--- src/rtl/alu4f_pkg.sv ---
package alu4f_pkg;
   typedef enum logic [1:0] {
      OP_AND = 2'b00,
      OP_OR  = 2'b01,
      OP_ADD = 2'b10,
      OP_SUB = 2'b11
   } alu_op_e;

   localparam int SEL_INNER = 0;  // picks within a pair
   localparam int SEL_PAIR  = 1;  // picks logic (0) or arithmetic (1)
endpackage

--- src/rtl/alu4f_logic.sv ---
module alu4f_logic #(
   parameter int WIDTH = 32
) (
   input  logic [WIDTH-1:0] lhs,
   input  logic [WIDTH-1:0] rhs,
   input  logic             pick_or,
   output logic [WIDTH-1:0] bits_out
);
   logic [WIDTH-1:0] and_v;
   logic [WIDTH-1:0] or_v;

   assign and_v    = lhs & rhs;
   assign or_v     = lhs | rhs;
   assign bits_out = pick_or ? or_v : and_v;

   always_comb begin
      // AND never sets a bit absent from either operand
      p_and_subset_r1: assert (pick_or || (bits_out & ~(lhs & rhs)) == '0)
         else $error("p_and_subset_r1");
      // OR keeps every bit set in either operand
      p_or_cover_r2: assert (!pick_or || ((lhs | rhs) & ~bits_out) == '0)
         else $error("p_or_cover_r2");
   end
endmodule

--- src/rtl/alu4f_addsub.sv ---
module alu4f_addsub #(
   parameter int WIDTH      = 32,
   parameter bit RIPPLE_ADD = 1'b1
) (
   input  logic [WIDTH-1:0] lhs,
   input  logic [WIDTH-1:0] rhs,
   input  logic             do_sub,
   output logic [WIDTH-1:0] sum_out,
   output logic             carry_out,
   output logic             ovf_out
);
   localparam int MSB = WIDTH - 1;

   logic [WIDTH-1:0] rhs_eff;
   assign rhs_eff = rhs ^ {WIDTH{do_sub}};

   generate
      if (RIPPLE_ADD) begin : g_ripple
         logic [WIDTH:0] chain;
         assign chain[0] = do_sub;
         for (genvar i = 0; i < WIDTH; i++) begin : g_bit
            assign sum_out[i]  = lhs[i] ^ rhs_eff[i] ^ chain[i];
            assign chain[i+1]  = (lhs[i] & rhs_eff[i]) |
                                 (chain[i] & (lhs[i] ^ rhs_eff[i]));
         end
         assign carry_out = chain[WIDTH];
      end else begin : g_behav
         logic [WIDTH:0] wide_sum;
         assign wide_sum  = {1'b0, lhs} + {1'b0, rhs_eff} + {{WIDTH{1'b0}}, do_sub};
         assign sum_out   = wide_sum[MSB:0];
         assign carry_out = wide_sum[WIDTH];
      end
   endgenerate

   assign ovf_out = (lhs[MSB] ~^ rhs_eff[MSB]) & (sum_out[MSB] ^ lhs[MSB]);

   always_comb begin
      // sum matches modular addition
      p_add_value_r3: assert (do_sub || sum_out == lhs + rhs)
         else $error("p_add_value_r3");
      // difference matches modular subtraction
      p_sub_value_r4: assert (!do_sub || sum_out == lhs - rhs)
         else $error("p_sub_value_r4");
      // carry on subtraction means no borrow
      p_sub_carry_r5: assert (!do_sub || carry_out == (lhs >= rhs))
         else $error("p_sub_carry_r5");
      // overflow only when the operands agree in sign
      p_no_overflow_r6: assert (!ovf_out || (lhs[MSB] == (rhs[MSB] ^ do_sub)))
         else $error("p_no_overflow_r6");
   end
endmodule

--- src/rtl/alu4f_top.sv ---
module alu4f_top #(
   parameter int WIDTH      = 32,
   parameter bit RIPPLE_ADD = 1'b1
) (
   input  logic [WIDTH-1:0] opnd_a,
   input  logic [WIDTH-1:0] opnd_b,
   input  logic [1:0]       op_sel,
   output logic [WIDTH-1:0] result,
   output logic             flag_zero,
   output logic             flag_neg,
   output logic             flag_carry,
   output logic             flag_ovf
);
   import alu4f_pkg::*;

   localparam int MSB = WIDTH - 1;

   generate
      if (WIDTH < 2) begin : g_bad_width
         $error("alu4f_top: WIDTH must be at least 2");
      end
   endgenerate

   logic [WIDTH-1:0] logic_res;
   logic [WIDTH-1:0] arith_res;
   logic             inner_sel;
   logic             pair_sel;

   assign inner_sel = op_sel[SEL_INNER];
   assign pair_sel  = op_sel[SEL_PAIR];

   alu4f_logic #(.WIDTH(WIDTH)) u_logic (
      .lhs      (opnd_a),
      .rhs      (opnd_b),
      .pick_or  (inner_sel),
      .bits_out (logic_res)
   );

   alu4f_addsub #(.WIDTH(WIDTH), .RIPPLE_ADD(RIPPLE_ADD)) u_addsub (
      .lhs       (opnd_a),
      .rhs       (opnd_b),
      .do_sub    (inner_sel),
      .sum_out   (arith_res),
      .carry_out (flag_carry),
      .ovf_out   (flag_ovf)
   );

   assign result    = pair_sel ? arith_res : logic_res;
   assign flag_zero = ~|result;
   assign flag_neg  = result[MSB];

   always_comb begin
      // a zero result is never negative
      p_zero_not_neg_r8: assert (!(flag_zero && flag_neg))
         else $error("p_zero_not_neg_r8");
      // arithmetic codes route the adder sum
      p_arith_route_r3: assert (!pair_sel || result == arith_res)
         else $error("p_arith_route_r3");
      // zero after subtraction implies equal operands and a carry
      p_sub_zero_carry_r5: assert (!(op_sel == OP_SUB && flag_zero) || flag_carry)
         else $error("p_sub_zero_carry_r5");
   end
endmodule

--- config.mk ---
export PLATFORM = sky130hd
export DESIGN_NAME = alu4f_top
export DESIGN_NICKNAME = d
export VERILOG_FILES = /design/src/rtl/alu4f_pkg.sv /design/src/rtl/alu4f_logic.sv /design/src/rtl/alu4f_addsub.sv /design/src/rtl/alu4f_top.sv
export SDC_FILE = /design/constraint.sdc
export NUM_CORES = 1
export LEC_CHECK = 0
export CAP_MARGIN = 25
export CORE_AREA = 5 5 84 86
export DETAILED_ROUTE_END_ITERATION = 12
export DIE_AREA = 0 0 89 91
export DONT_BUFFER_PORTS = 1
export SLEW_MARGIN = 40
export SYNTH_ARGS = -nofsm -noshare
export SYNTH_HDL_FRONTEND = slang
export SYNTH_HIERARCHICAL = 1
export SYNTH_SLANG_ARGS = --single-unit
--- constraint.sdc ---
create_clock -name vclk -period 30.1
set_input_delay 6.02 -clock vclk [all_inputs]
set_output_delay 6.02 -clock vclk [all_outputs]
set_load 0.005 [all_outputs]
==> impl_metrics.py, run 1 <==
metrics = {
    "final_layout": {
        "regArea_um2": 0,
        "fin_nets": 316,
        "mostFrequentLayoutCell": "inv_1",
        "final_cell_area_um2": 2142,
        "clock_buffers": 0,
        "seq_cells": 0,
        "n_antenna_cell": 0,
        "layout_common_cells": "inv_1, mux2_2, fa_1, maj3_2, xnor2_1",
        "area_growth_pct": -1.496,
        "drive_gt1_share_pct": 29.63,
    },
    "route": {
        "vias_per_cell": 5.027,
        "drt-total-wl_mm": 4.996,
        "highest_layer": "met3",
        "wl_met3_um": 626,
        "drc": 0,
        "ant_nets": 0,
        "drt-initial-drc-count": 21,
        "firstDrtPassIters": 4,
        "dr_wl_met2_mm": 2.552,
        "vias": 1473,
        "met1_length_mm": 1.817,
        "wire_per_inst_um": 17.05,
    },
    "worst_setup_path": {
        "critical_path_class": "input pin to output pin",
        "crit_fanout": 64,
        "crit_top_cell": "fa_1",
        "max_stage_delay_ns": 0.47,
        "startpoint_type": "input pin",
        "cp.arrival_ns": 19.75,
        "required_ns": 24.08,
        "worst_path_max_delay_cell": "fa_1",
        "end_kind": "output pin",
    },
    "timing": {
        "setup_viol": 0,
        "slew_headroom_pct": 71.57,
        "fmax_mhz": 38.81,
        "hold_violations": 0,
        "fin_tns_setup_ns": 0,
        "fin_crit_sh_pct": 85.60,
        "slew_violations": 0,
        "rsz0062_at_grt": "false",
        "post-route-min-period_ns": 25.77,
        "worst_pin_slew_ns": 0.4226,
    },
    "yosys": {
        "yosys.area.top_type": "fa_1",
        "syn_avg_cell_area_um2": 9.538,
        "synthCells": 228,
        "yosysSeqAreaShare_pct": 0,
        "synth_top_area_share_pct": 28.54,
        "synthTopCellsByArea": "fa_1, mux2_2, maj3_2, xnor2_1, inv_1",
        "syn_nets": 326,
        "yosysWarnings": 6,
        "synth_area_um2": 2175,
        "ys_types": 25,
    },
    "global_routing": {
        "gr-total-overflow": 0,
        "grt_pass1_vias": 1678,
        "grt_use_total_pct": 12.20,
        "grt_max_degree": 65,
        "grt_first_pass_wirelength_mm": 8.107,
        "antenna_found_initial": 0,
    },
    "die": {
        "chipHeight_um": 91,
        "fp-row-count": 29,
        "dieArea_um2": 8099,
        "start_util_pct": 35.05,
        "fp.dieW_um": 89,
        "coreArea_um2": 6205,
        "io_pins": 102,
    },
    "place": {
        "placed_area_um2": 2142,
        "dp_hpwl_mm": 4.478,
        "portBuffers": 0,
        "gp_congestion": 0.7324,
    },
    "power": {
        "ir_drop_mv": 0.008420,
        "leakagePower_uw": 0.0009004,
        "powerDensity_nw_per_um2": 22.90,
    },
    "clock_network": {
        "cts_hold_buf": 0,
        "post_cts_buffers": 0,
        "cts_resized": 0,
    },
    "status": {
        "status": "complete, no violations",
    },
    "job": {
        "maxCapViolCount": 0,
    },
    "hold_path": {
        "min_path_type": "input pin to output pin",
    },
}
Yosys cell counts (all sizes together):
cell type and n:
xor2 3, xnor2 30, mux2i 1, fa 31, nand4 2, nor2 3, ha 1, o22ai 2
mux2 32, and3 1, nor4 10, buf 12, maj3 32, or4 1, nand3 2, inv 61
or4b 1, nor3 2, nor4b 1
stage by stage:
| stage | utilization, % | std cells | setup WS, ns | power, uW | hold slack (ns) |
|---|---|---|---|---|---|
| floorplan | - | 228 | 4.692 | 44.11 | 12.17 |
| global placement | 34.52 | 293 | 4.358 | 50.19 | 12.18 |
| detailed placement | 34.52 | 293 | 4.250 | 50.58 | 12.18 |
| CTS | 34.52 | 293 | 4.219 | 51.00 | 12.18 |
| global route | 34.52 | 293 | 3.715 | 57.34 | 12.19 |
| finish | 34.52 | 293 | 4.334 | 49.06 | 12.18 |
where the power goes:
group,leakage (uW),switching (uW),internal (uW)
Clock,0,0,0
Combinational,0.000900,24.8,24.2
Sequential,0,0,0
final cells by class:
class	instances	area [um2]
fillers	649	4063
inverters	61	229.0
multi-input cells	155	1817
well taps	77	96.34
critical path: cells and delay by family:
family / cells / cell delay (ns)
adder cells (fa/ha/maj): 31 / 12.63
AND/OR/NAND/NOR: 3 / 0.63
buffers and inverters: 3 / 0.21
XOR/XNOR: 1 / 0.13
AO/OA/AOI/OAI: 1 / 0.12
per-layer routing:
| layer | vias up | track usage (%) |
|---|---|---|
| met5 | - | 0 |
| met2 | 55 | 21.84 |
| met4 | 0 | 0 |
| met1 | 717 | 14.72 |
| met3 | 0 | 4.615 |
| li1 | 701 | - |
cells by family after synthesis:
kind of cell | count (synthesis) | share of synthesized area [%]
AO/OA/AOI/OAI | 2 | 0.5753
XOR/XNOR | 33 | 13.98
adder cells (fa/ha/maj) | 64 | 45.57
buffers and inverters | 73 | 16.46
multiplexers | 33 | 17.03
AND/OR/NAND/NOR | 23 | 6.387
final timing paths:
path	startpoint	to	slack (ns)	cells after the start
max	op_sel[0]	flag_zero	4.33	39
min	opnd_a[31]	flag_ovf	12.18	2
(Power assumes the default switching activity.)
==> run 2: changes to the inputs <==
- clock period: 30.1 -> 23.2 ns (I/O delays scaled with it)
==> run 2 against run 1 <==
  * Worst setup slack lost 3.7 ns
  * First-iteration DRC count rose by 4.8%
  * Non-clock buffer count is the same
  * Count of clock-buffer cells in the layout unchanged
  * Combinational power rose by 36%
  * Utilization is 0.69 points higher
  * Final cell count unchanged
  * Routed wire length rose by 0.22%
  * Sequential share of layout area stayed put
  * Largest power group unchanged
  * Highest routed layer unchanged
==> impl_metrics.py, run 2 (synthesized netlist as in run 1, its figures left out) <==
metrics = {
    "status": {
        "status": "complete, no violations",
    },
    "timing": {
        "fmax_mhz": 44.24,
        "setup_viol": 0,
        "slew_violations": 0,
        "rsz0062_at_grt": "false",
        "hold_violations": 0,
        "post-route-min-period_ns": 22.61,
        "fin_crit_sh_pct": 97.44,
        "worst_pin_slew_ns": 0.4362,
        "slew_headroom_pct": 70.65,
    },
    "route": {
        "drt-total-wl_mm": 5.007,
        "wire_per_inst_um": 17.09,
        "vias": 1473,
        "vias_per_cell": 5.027,
        "drc": 0,
        "ant_nets": 0,
        "firstDrtPassIters": 4,
        "drt-initial-drc-count": 22,
    },
    "worst_setup_path": {
        "startpoint_type": "input pin",
        "path_buf_inv": 3,
        "required_ns": 18.56,
        "cp.depth": 39,
        "crit_top_cell": "fa_1",
        "critical_path_class": "input pin to output pin",
        "path_delay_family": "adder cells",
        "worst_path_max_delay_cell": "fa_2",
        "crit_fanout": 64,
        "cp.arrival_ns": 17.97,
        "end_kind": "output pin",
        "max_stage_delay_ns": 0.48,
    },
    "place": {
        "dp_hpwl_mm": 4.343,
        "gp_congestion": 0.7112,
        "place_inst": 293,
        "portBuffers": 0,
    },
    "final_layout": {
        "regArea_um2": 0,
        "n_antenna_cell": 0,
        "final_cells": 293,
        "area_growth_pct": 0.4605,
        "seq_cells": 0,
        "fill_cells": 648,
        "fin_nets": 316,
        "mostFrequentLayoutCell": "inv_1",
        "drive_gt1_share_pct": 35.19,
        "layout_common_cells": "inv_1, mux2_2, maj3_2, xnor2_1, fa_1",
        "clock_buffers": 0,
    },
    "hold_path": {
        "whs_path_depth": 2,
        "min_path_type": "input pin to output pin",
    },
    "die": {
        "io_pins": 102,
        "chipHeight_um": 91,
        "fp.dieW_um": 89,
        "coreArea_um2": 6205,
        "start_util_pct": 35.05,
        "dieArea_um2": 8099,
        "fp-row-count": 29,
    },
    "power": {
        "leakagePower_uw": 0.0008981,
        "powerDensity_nw_per_um2": 30.50,
        "ir_drop_mv": 0.01066,
        "p_total_uw": 66.63,
    },
    "job": {
        "maxCapViolCount": 0,
    },
    "global_routing": {
        "grt_max_degree": 65,
        "grt_pass1_vias": 1632,
        "grt_first_pass_wirelength_mm": 8.010,
        "grt_use_total_pct": 12.14,
        "antenna_found_initial": 0,
        "gr-total-overflow": 0,
    },
    "clock_network": {
        "cts_hold_buf": 0,
    },
}
-- run 2: changes by cell type in the layout (fill, tap and decap cells not counted) --
cell     previous run  this run
nor4b_1             1         0
fa_2                0        11
nor4b_4             0         1
fa_1               31        20
-- run 2: report_power, final --
part	internal (uW)	switching (uW)	leakage, uW
registers	0	0	0
logic	33.0	33.6	0.000898
clock network	0	0	0
-- run 2: timing repair --
action,CTS,global route
cloned,0,0
pin swaps,0,1
endpoints found under the setup margin,1,1
gates resized for setup,3,10
buffers inserted,0,0
-- run 2: path summary, 6_finish.rpt --
| path | to | slack (ns) | start |
|---|---|---|---|
| setup / recovery | flag_zero | 0.59 | op_sel[0] |
| hold / removal | flag_ovf | 9.42 | opnd_a[31] |
-- run 2: through the flow --
| step | hold WS (ns) | setup slack, ns | utilization, % | cell area, um2 | TNS [ns] |
|---|---|---|---|---|---|
| floorplan | 9.412 | 0.5516 | - | 2175 | 0 |
| global placement | 9.421 | -0.09699 | 34.52 | 2142 | -0.09699 |
| detailed placement | 9.424 | -0.1104 | 34.52 | 2142 | -0.1104 |
| CTS | 9.424 | 0.01749 | 34.70 | 2153 | 0 |
| global route | 9.430 | 0.03375 | 35.21 | 2185 | 0 |
| finish | 9.422 | 0.5939 | 35.21 | 2185 | 0 |
-- run 2: cell type report --
cell class | count | area [um2] | share of cell area, %
inverters | 61 | 229.0 | 10.48
well taps | 77 | 96.34 | 4.410
multi-input cells | 155 | 1859 | 85.11
-- run 2: layer usage --
| metal | track usage (%) | wire [um] | vias up |
|---|---|---|---|
| met1 | 14.76 | 1860 | 712 |
| met4 | 0 | 0 | 0 |
| met3 | 3.982 | 529 | 0 |
| met5 | 0 | 0 | - |
| li1 | - | - | 704 |
| met2 | 22.03 | 2617 | 57 |
==> run 3: changes to the inputs <==
- CORE_AREA: 5 5 84 86 -> 5 5 78 80
- DIE_AREA: 0 0 89 91 -> 0 0 83 85
- SYNTH_HIERARCHICAL: 1 -> unset
==> run 3 against run 2 <==
  * Maximum frequency barely moved
  * Final cell count fell by 3.1%
  * Largest power group unchanged
  * Critical endpoint unchanged
  * Die area fell by 13%
  * Combinational power fell by 20%
==> impl_metrics.py, run 3 <==
metrics = {
    "status": {
        "status": "complete, no violations",
    },
    "clock_network": {
        "post_cts_buffers": 0,
    },
    "power": {
        "p_switching_uw": 28.14,
        "p_comb_share_pct": 100.0,
        "p_sw_share_pct": 52.68,
        "ir_drop_mv": 0.01148,
        "p_total_uw": 53.41,
        "leakagePower_uw": 0.0007057,
        "pwr-share-seq_pct": 0,
        "power.internal_uw": 25.27,
        "p_clk_share_pct": 0,
        "powerDensity_nw_per_um2": 27.96,
    },
    "worst_setup_path": {
        "path_delay_family": "adder cells",
        "cp.depth": 40,
        "startpoint_type": "input pin",
        "crit_fanout": 65,
        "crit_top_cell": "fa_2",
        "end_kind": "output pin",
        "max_stage_delay_ns": 0.44,
        "crit_path_start": "op_sel[0]",
        "critical_path_class": "input pin to output pin",
        "path_buf_inv": 3,
        "worst_path_max_delay_cell": "fa_1",
        "cp.arrival_ns": 17.95,
        "required_ns": 18.56,
    },
    "yosys": {
        "ys_types": 29,
        "synthTopCellsByArea": "fa_1, xnor2_1, o21bai_1, o22ai_1, a21oi_1",
        "yosys.area.top_type": "fa_1",
        "synth_area_um2": 1819,
        "synthCells": 223,
        "netlist_top_cells_count": "inv_1, fa_1, xnor2_1",
        "yosysSeqAreaShare_pct": 0,
        "yosysWarnings": 0,
        "syn_nets": 321,
        "synth_top_area_share_pct": 34.11,
        "syn_avg_cell_area_um2": 8.158,
        "yosysMostFrequentCell": "inv_1",
    },
    "final_layout": {
        "layout_common_cells": "inv_1, xnor2_1, a21oi_1, o21bai_1, o22ai_1",
        "clock_buffers": 0,
        "regArea_um2": 0,
        "drive_gt1_share_pct": 14.15,
        "n_antenna_cell": 0,
        "mostFrequentLayoutCell": "inv_1",
        "fin_nets": 312,
        "area_growth_pct": 5.020,
        "final_util_pct": 35.79,
        "final_cell_area_um2": 1911,
        "seq_cells": 0,
        "fill_cells": 574,
    },
    "route": {
        "drc": 0,
        "vias": 1548,
        "ant_nets": 0,
        "drt-initial-drc-count": 37,
        "firstDrtPassIters": 4,
        "drt-total-wl_mm": 4.909,
        "wire_per_inst_um": 17.29,
        "vias_per_cell": 5.451,
    },
    "timing": {
        "worst_slack_ns": 0.6077,
        "fin_tns_setup_ns": 0,
        "hold_violations": 0,
        "post-route-min-period_ns": 22.59,
        "fmax_mhz": 44.26,
        "rsz0062_at_grt": "false",
        "setup_viol": 0,
        "slew_violations": 0,
        "fin_crit_sh_pct": 97.38,
        "slew_headroom_pct": 57.53,
        "worst_pin_slew_ns": 0.6362,
    },
    "die": {
        "chipHeight_um": 85,
        "io_pins": 102,
        "dieArea_um2": 7055,
        "fp.dieW_um": 83,
        "start_util_pct": 34.08,
        "fp-row-count": 27,
        "coreArea_um2": 5338,
    },
    "place": {
        "gp_congestion": 0.8054,
        "portBuffers": 0,
        "dp_hpwl_mm": 3.895,
        "placed_area_um2": 1869,
        "pre_cts_ws_ns": -0.3002,
    },
    "hold_path": {
        "min_path_type": "input pin to output pin",
        "worstHoldStart": "op_sel[1]",
        "whs_path_depth": 1,
    },
    "global_routing": {
        "grt_use_total_pct": 13.14,
        "grt_max_degree": 66,
        "grt_first_pass_wirelength_mm": 7.955,
        "antenna_found_initial": 0,
        "gr-total-overflow": 0,
        "grt_pass1_vias": 1586,
    },
    "job": {
        "maxCapViolCount": 0,
    },
}
==> run 3: changes by cell type after synthesis, sizes merged, moves of 2 or more <==
| cell | before | now |
|---|---|---|
| nand2 | 0 | 10 |
| o21bai | 0 | 22 |
| buf | 12 | 9 |
| o21ai | 0 | 8 |
| maj3 | 32 | 7 |
| nor3 | 2 | 0 |
| nor4 | 10 | 7 |
| o22ai | 2 | 22 |
| o31ai | 0 | 2 |
| a21oi | 0 | 24 |
| mux2 | 32 | 0 |
| inv | 61 | 33 |
| clkbuf | 0 | 5 |
==> run 3: timing repair <==
action,CTS,global route
gates cloned,0,0
endpoints found under the setup margin,1,1
gates resized for setup,9,5
hold buffers,0,0
pin swaps,3,3
==> run 3: worst paths after layout <==
kind	to	slack [ns]
setup / recovery	flag_zero	0.61
hold / removal	result[28]	9.38
==> run 3: power by group through the flow <==
stage	Combinational [uW]	Clock, uW	Sequential [uW]
2_1_floorplan	44.7	0	0
3_3_place_gp	52.1	0	0
3_5_place_dp	52.7	0	0
4_1_cts	54.3	0	0
5_1_grt	62.0	0	0
6_report	53.4	0	0
==> run 3: layout make-up <==
type                            count  area (um2)  area share, %
Multi-Input combinational cell    176        1674          87.62
Inverter                           33       123.9          6.483
Tap cell                           72       90.09          4.715
Timing Repair Buffer                3       22.52          1.179
==> run 3: per-stage QoR <==
step	hold slack, ns	cells
6_report	9.379	284
5_1_grt	9.383	284
4_1_cts	9.374	284
3_5_place_dp	9.373	284
3_3_place_gp	9.377	284
2_1_floorplan	9.414	223
==> run 3: per-layer routing <==
layer	GRT usage [%]	part of all wire, %	up-vias
met4	0.4458	0.39	0
li1	-	-	737
met1	16.82	38	743
met3	4.175	11	2
met5	0	0	-
met2	22.96	51	66
==> run 3: cells by family after synthesis <==
| group | after synthesis | share of synthesized area, % |
|---|---|---|
| simple gates | 25 | 7.290 |
| mux | 1 | 0.5502 |
| compound gates | 79 | 26.89 |
| xor+xnor | 32 | 15.41 |
| buf+inv | 47 | 10.80 |
| fa+ha+maj | 39 | 39.06 |
